===== src/rtl/usb_lock_pkg.sv =====
package usb_lock_pkg;
  localparam int DW = 8;
  localparam int CNT_W = 4;
  localparam int MB_SETUP = 7;
  localparam int MB_IN = 6;
  localparam int MB_OUT = 5;
  localparam int MB_ACK = 4;
  localparam int CB_TOG = 7;
  localparam int CB_VALID = 6;
  localparam logic [CNT_W-1:0] MAX_COUNT = 4'd8;

  typedef enum logic [1:0] {
    XK_SETUP = 2'd0,
    XK_OUT   = 2'd1,
    XK_IN    = 2'd2,
    XK_NONE  = 2'd3
  } xact_kind_e;

  function automatic logic [CNT_W-1:0] sat_count(input logic [CNT_W-1:0] c);
    return (c > MAX_COUNT) ? MAX_COUNT : c;
  endfunction
endpackage


===== src/rtl/lock_mode_reg.sv =====
module lock_mode_reg
  import usb_lock_pkg::*;
(
  input  logic          clk,
  input  logic          rst_n,
  input  logic          cpu_wr,
  input  logic          cpu_rd,
  input  logic [DW-1:0] cpu_wdata,
  input  logic          sie_setup_start,
  input  logic          sie_ack_start,
  input  logic          sie_upd,
  input  logic [1:0]    sie_kind,
  output logic [DW-1:0] mode_q,
  output logic          locked
);
  logic [DW-1:0] mode_r, mode_n, sie_img;
  logic lock_r, force_r, hold_r;
  logic sie_chg, cpu_ok, flag_guard;

  always_comb begin
    sie_img = mode_r;
    sie_img[MB_ACK] = 1'b1;
    case (xact_kind_e'(sie_kind))
      XK_IN:   sie_img[MB_IN]  = 1'b1;
      XK_OUT:  sie_img[MB_OUT] = 1'b1;
      default: ;
    endcase
  end

  assign sie_chg    = sie_upd && (sie_img[DW-2:0] != mode_r[DW-2:0]);
  assign cpu_ok     = cpu_wr && !lock_r && !sie_upd;
  assign flag_guard = force_r || hold_r || sie_setup_start;

  always_comb begin
    mode_n = mode_r;
    if (sie_upd) begin
      mode_n[DW-2:0] = sie_img[DW-2:0];
    end else if (cpu_ok) begin
      mode_n[DW-2:0] = cpu_wdata[DW-2:0];
      if (!flag_guard) mode_n[MB_SETUP] = cpu_wdata[MB_SETUP];
    end
    if (sie_setup_start) mode_n[MB_SETUP] = 1'b1;
  end

  always_ff @(posedge clk) begin
    if (!rst_n) begin
      mode_r  <= '0;
      lock_r  <= 1'b0;
      force_r <= 1'b0;
      hold_r  <= 1'b0;
    end else begin
      mode_r <= mode_n;
      if (sie_chg)     lock_r <= 1'b1;
      else if (cpu_rd) lock_r <= 1'b0;
      if (sie_setup_start)    force_r <= 1'b1;
      else if (sie_ack_start) force_r <= 1'b0;
      if (sie_setup_start)          hold_r <= 1'b1;
      else if (cpu_rd && !force_r)  hold_r <= 1'b0;
    end
  end

  assign mode_q = mode_r;
  assign locked = lock_r;
endmodule


===== src/rtl/lock_count_reg.sv =====
module lock_count_reg
  import usb_lock_pkg::*;
(
  input  logic             clk,
  input  logic             rst_n,
  input  logic             cpu_wr,
  input  logic             cpu_rd,
  input  logic [DW-1:0]    cpu_wdata,
  input  logic             sie_wr,
  input  logic [CNT_W-1:0] sie_count,
  input  logic             sie_valid,
  input  logic             sie_toggle,
  output logic [DW-1:0]    cnt_q,
  output logic             locked
);
  logic [DW-1:0] cnt_r, cpu_img, sie_img;
  logic lock_r, sie_chg;

  always_comb begin
    cpu_img = '0;
    cpu_img[CB_TOG]      = cpu_wdata[CB_TOG];
    cpu_img[CB_VALID]    = cpu_wdata[CB_VALID];
    cpu_img[CNT_W-1:0]   = sat_count(cpu_wdata[CNT_W-1:0]);
    sie_img = '0;
    sie_img[CB_TOG]      = sie_toggle;
    sie_img[CB_VALID]    = sie_valid;
    sie_img[CNT_W-1:0]   = sat_count(sie_count);
  end

  assign sie_chg = sie_wr && (sie_img != cnt_r);

  always_ff @(posedge clk) begin
    if (!rst_n) begin
      cnt_r  <= '0;
      lock_r <= 1'b0;
    end else begin
      if (sie_wr)                 cnt_r <= sie_img;
      else if (cpu_wr && !lock_r) cnt_r <= cpu_img;
      if (sie_chg)     lock_r <= 1'b1;
      else if (cpu_rd) lock_r <= 1'b0;
    end
  end

  assign cnt_q  = cnt_r;
  assign locked = lock_r;
endmodule


===== src/rtl/buf_guard.sv =====
module buf_guard #(
  parameter int AW = 8,
  parameter logic [AW-1:0] BUF_LO   = 8'hE0,
  parameter logic [AW-1:0] BUF_HI   = 8'hFF,
  parameter logic [AW-1:0] WIN_A_HI = 8'hE7,
  parameter logic [AW-1:0] WIN_B_LO = 8'hF8
) (
  input  logic [AW-1:0] addr,
  input  logic          wr,
  input  logic          setup_flag,
  output logic          buf_wr
);
  logic in_buf, in_win;
  assign in_buf = (addr >= BUF_LO) && (addr <= BUF_HI);
  assign in_win = in_buf && ((addr <= WIN_A_HI) || (addr >= WIN_B_LO));
  assign buf_wr = wr && in_buf && !(setup_flag && in_win);
endmodule


===== src/rtl/usb_ep_lock_arb.sv =====
module usb_ep_lock_arb
  import usb_lock_pkg::*;
#(
  parameter int NUM_CNT = 3,
  parameter logic [7:0] CNT_BASE   = 8'h11,
  parameter logic [7:0] CNT_STRIDE = 8'h02,
  parameter logic [7:0] MODE_ADDR  = 8'h12,
  localparam int EP_W = (NUM_CNT > 1) ? $clog2(NUM_CNT) : 1
) (
  input  logic            clk,
  input  logic            rst_n,
  input  logic [7:0]      io_addr,
  input  logic            io_wr,
  input  logic            io_rd,
  input  logic [DW-1:0]   io_wdata,
  output logic [DW-1:0]   io_rdata,
  output logic            buf_wr,
  input  logic            sie_setup_start,
  input  logic            sie_ack_start,
  input  logic            sie_done,
  input  logic            sie_acked,
  input  logic [1:0]      sie_kind,
  input  logic [EP_W-1:0] sie_ep,
  input  logic [CNT_W-1:0] sie_rx_count,
  input  logic            sie_rx_toggle,
  input  logic            sie_crc_ok
);
  logic [DW-1:0] mode_q;
  logic mode_lock, mode_hit;
  logic [NUM_CNT-1:0][DW-1:0] cnt_q;
  logic [NUM_CNT-1:0] cnt_lock, cnt_hit;
  logic rx_kind;

  assign mode_hit = (io_addr == MODE_ADDR);
  assign rx_kind  = (xact_kind_e'(sie_kind) == XK_OUT) || (xact_kind_e'(sie_kind) == XK_SETUP);

  lock_mode_reg u_mode (
    .clk(clk), .rst_n(rst_n),
    .cpu_wr(io_wr && mode_hit), .cpu_rd(io_rd && mode_hit), .cpu_wdata(io_wdata),
    .sie_setup_start(sie_setup_start), .sie_ack_start(sie_ack_start),
    .sie_upd(sie_done && sie_acked), .sie_kind(sie_kind),
    .mode_q(mode_q), .locked(mode_lock)
  );

  for (genvar i = 0; i < NUM_CNT; i++) begin : g_cnt
    localparam logic [7:0] ADDR_I = CNT_BASE + 8'(i) * CNT_STRIDE;
    assign cnt_hit[i] = (io_addr == ADDR_I);
    lock_count_reg u_cnt (
      .clk(clk), .rst_n(rst_n),
      .cpu_wr(io_wr && cnt_hit[i]), .cpu_rd(io_rd && cnt_hit[i]), .cpu_wdata(io_wdata),
      .sie_wr(sie_done && rx_kind && (sie_ep == EP_W'(i))),
      .sie_count(sie_rx_count), .sie_valid(sie_crc_ok), .sie_toggle(sie_rx_toggle),
      .cnt_q(cnt_q[i]), .locked(cnt_lock[i])
    );
  end

  always_comb begin
    io_rdata = '0;
    if (mode_hit) io_rdata = mode_q;
    for (int i = 0; i < NUM_CNT; i++)
      if (cnt_hit[i]) io_rdata = cnt_q[i];
  end

  buf_guard #(.AW(8)) u_guard (
    .addr(io_addr), .wr(io_wr), .setup_flag(mode_q[MB_SETUP]), .buf_wr(buf_wr)
  );
endmodule


===== config.mk =====
export PLATFORM = sky130hd
export DESIGN_NAME = usb_ep_lock_arb
export DESIGN_NICKNAME = d
export VERILOG_FILES = /design/src/rtl/usb_lock_pkg.sv /design/src/rtl/lock_mode_reg.sv /design/src/rtl/lock_count_reg.sv /design/src/rtl/buf_guard.sv /design/src/rtl/usb_ep_lock_arb.sv
export SDC_FILE = /design/constraint.sdc
export NUM_CORES = 1
export LEC_CHECK = 0
export BUFFER_PORTS_ARGS = -buffer_cell sky130_fd_sc_hd__buf_2
export CAP_MARGIN = 25
export CORE_ASPECT_RATIO = 1.75
export CORE_MARGIN = 1
export CORE_UTILIZATION = 50
export CTS_CLUSTER_DIAMETER = 100
export DETAILED_ROUTE_END_ITERATION = 7
export MAX_ROUTING_LAYER = met4
export PLACE_DENSITY = 0.85
export SYNTH_ARGS = -nofsm -noshare
export SYNTH_HDL_FRONTEND = slang
export SYNTH_HIERARCHICAL = 1
export SYNTH_SLANG_ARGS = --single-unit

===== constraint.sdc =====
create_clock -name clk -period 2.1 [get_ports clk]
set_input_delay 0.105 -clock clk [delete_from_list [all_inputs] [get_ports clk]]
set_output_delay 0.105 -clock clk [all_outputs]
set_load 0.05 [all_outputs]

==> results.toml <==
[timing]
period_minus_slack_ps = 1775
drv_slew = 0
setup_tns_ps = 0
max_freq_ghz = 0.5634
fin_skew_ps = 0.7377
finalHoldViolCount = 0
min_period_over_period_pct = 84.53
rsz0062_at_grt = "false"
finalSetupViolCount = 0

[clock_network]
cts_root_buffer = "clkbuf_8"
cts_buffer_depth = 2
cts_resized = 0
cts_buffers = 5
clock-sinks = 32
insertion_delay_ps = 280
h-tree-depth = 2
cts_hold_buf = 0
postCtsSetupRepairBufs = 0
cts_tree = "done"
clkSlewWorstSetupHoldPaths_ps = 70

[setup_path]
ff2ff_setup_slack_ps = 770
critPathArrivalTime_ps = 1950
endpoint = "g_cnt[2].u_cnt/cnt_q[7]"
critPathCaptureType = "register"
crit_required_ps = 2270
timing.rr.end = "u_mode/mode_q[7]"
worst_setup_path_start_kind = "input pin"
crit_slowest_cell = "or4_1"
worstSetupStartpoint = "io_addr[3]"
worstRegToRegCells = 4
worstPathCellList = "buf_2 -> nand2b_1 -> or4_1 -> buf_4 -> nor3_1 -> nand2b_4 -> mux2i_1 -> o21ai_1 -> and2_1"
worstPathMaxFanout = 15
rr_startpoint = "u_mode/locked"
crit_type = "in2reg"
critPathMaxStageDelay_ps = 440

[global_routing]
grt_pass1_vias = 2003
grt_pass1_wl_um = 8907
grt_usage_pct = 25.21
grt_max_degree = 33
gr-total-overflow = 0
antenna_found_initial = 0

[logic_synthesis]
netlist_area_sq_um = 2286
avgSynthCellArea_sq_um = 8.282
synth_top_area_share_pct = 28.02
synth_cell_types = 36
synth_ff_type = "dfxtp_1"
yosysSeqAreaShare_pct = 28.02
async_reset_ff_share_pct = 0
ys_seq_elements = 32
synth.area.top_cells = "dfxtp_1 (28%), mux2i_1 (13%), nand2b_1 (4.4%)"
yosysTopAreaCell = "dfxtp_1"
syn_inst = 276
yosysWarnings = 6
yosysMostFrequentCell = "dfxtp_1"
synth_edf_count = 0
synth_common_cells = "dfxtp_1 (32), mux2i_1 (29), nand2_1 (24)"

[placement]
gp_congestion = 0.8372
dp.cells = 360
dp_hpwl_um = 4210
portBuffers = 42

[finish]
fill_cells = 407
nets = 350
multi_input_area_sq_um = 1513
instances_no_fill = 368
drive_above_1_share_pct = 23.03
diodes = 0
regArea_sq_um = 640.6
area_delta_synth_final_pct = 14.23

[floorplan]
initial_utilization_pct = 51.90
core_sq_um = 4404
die_w_um = 53.11
dieArea_sq_um = 4857
fp.dieH_um = 91.45
num_rows = 32
num_io_pins = 43

[routing]
avgViaCountPerCell = 5.688
routed_wirelength_um = 5561
avgRoutedWirePerCell_um = 15.11
drtAntennaViolNets = 0
first_pass_iters = 4
via_count = 2093
drc = 0
drt_iter0_markers = 68

[flow_run]
max-cap-violations = 0

[power_and_ir_drop]
pwr_density_cell_nw_per_um2 = 520.0
vdd_drop_max_v = 0.0003879
p_leak_nw = 1.140

[outcome]
status = "finished clean"

[hold_path]
hold_path_class = "in2reg"
## metal layers
| layer | part of all wire, % | track usage, % | wire length [um] | vias to the layer above |
|---|---|---|---|---|
| li1 | - | - | - | 1031 |
| met1 | 37 | 24.85 | 2055 | 974 |
| met2 | 55 | 45.78 | 3039 | 72 |
| met3 | 4.9 | 3.685 | 273 | 16 |
| met4 | 3.5 | 11.40 | 192 | 0 |
| met5 | 0 | - | 0 | - |
## cell usage in the layout, fill, tap and decap left out, types with 3 or more instances in the layout
cell and count:
o21ai_0 9, nand2b_1 16, nand2_1 24, nor2_1 12, o21ai_1 9, and3_1 3
and2_1 10, nand2b_4 3, nor3_1 6, conb_1 6, xnor2_1 10, nor3_2 5
mux2i_1 29, buf_4 7, dfxtp_1 32, o22a_1 8, a21boi_1 9, inv_1 5
a21o_1 12, nor2b_1 9, buf_2 42, clkbuf_8 6, nor2b_2 3, a21oi_1 18
a211oi_1 3, a31oi_1 5
## sequential cells by signal, summed over array words and instances, names as in the netlist
name and flops:
g_cnt.u_cnt/cnt_q 18, g_cnt.u_cnt/locked 3, u_mode/force_r 1, u_mode/hold_r 1, u_mode/locked 1, u_mode/mode_q 8
## critical path, delay by kind of cell
family / cells / cell delay (ps)
muxes: 1 / 190
and+or+nand+nor: 5 / 1230
AOI/OAI and AO/OA: 1 / 80
buffers and inverters: 2 / 330
## where the power goes
part,switching (mW),internal [mW]
combinational,0.124,0.109
clock,0.219,0.261
sequential,0.0171,0.627
total,0.360,0.997
## how the worst min path moves through the flow
stage	from	endpoint	slack (ps)	cells past startpoint
after floorplan	rst_n	g_cnt[0].u_cnt/cnt_q[3]	230	1
after global placement	sie_setup_start	u_mode/force_r	350	2
after detailed placement	sie_setup_start	u_mode/force_r	360	2
after CTS	sie_setup_start	u_mode/force_r	60	2
after global routing	sie_setup_start	u_mode/force_r	70	2
final	sie_setup_start	u_mode/force_r	70	2
## stage by stage
stage / worst slack [ps] / power, mW / util, % / hold WS, ps / instance area (sq um)
3_5_place_dp: 36.06 / 0.8865 / 57.19 / 355.8 / 2519
3_3_place_gp: 55.45 / 0.8786 / 57.19 / 348.6 / 2519
2_1_floorplan: 33.21 / 0.8017 / - / 226.7 / 2297
4_1_cts: 320.7 / 1.365 / 59.29 / 62.21 / 2611
6_report: 325.0 / 1.358 / 59.29 / 65.16 / 2611
5_1_grt: 209.9 / 1.420 / 59.29 / 65.50 / 2611
## cell type report
class | instances | area share, %
Clock buffer | 6 | 3.162
Clock inverter | 2 | 0.3833
Inverter | 5 | 0.7187
Multi-Input combinational cell | 222 | 57.93
Sequential cell | 32 | 24.53
Tap cell | 51 | 2.444
Timing Repair Buffer | 50 | 10.83
## kinds of logic (layout without fill, tap and decap cells)
family	count (synthesis)	count (layout)	synth area share [%]
and+or+nand+nor	99	99	25.73
DFF	32	32	28.02
other	3	6	0.4926
muxes	30	30	13.19
xor gates and xnor gates	10	10	3.831
AOI/OAI and AO/OA	77	77	21.62
buffers and inverters	25	63	7.115
Note: power is estimated with default switching activity, not from simulation.
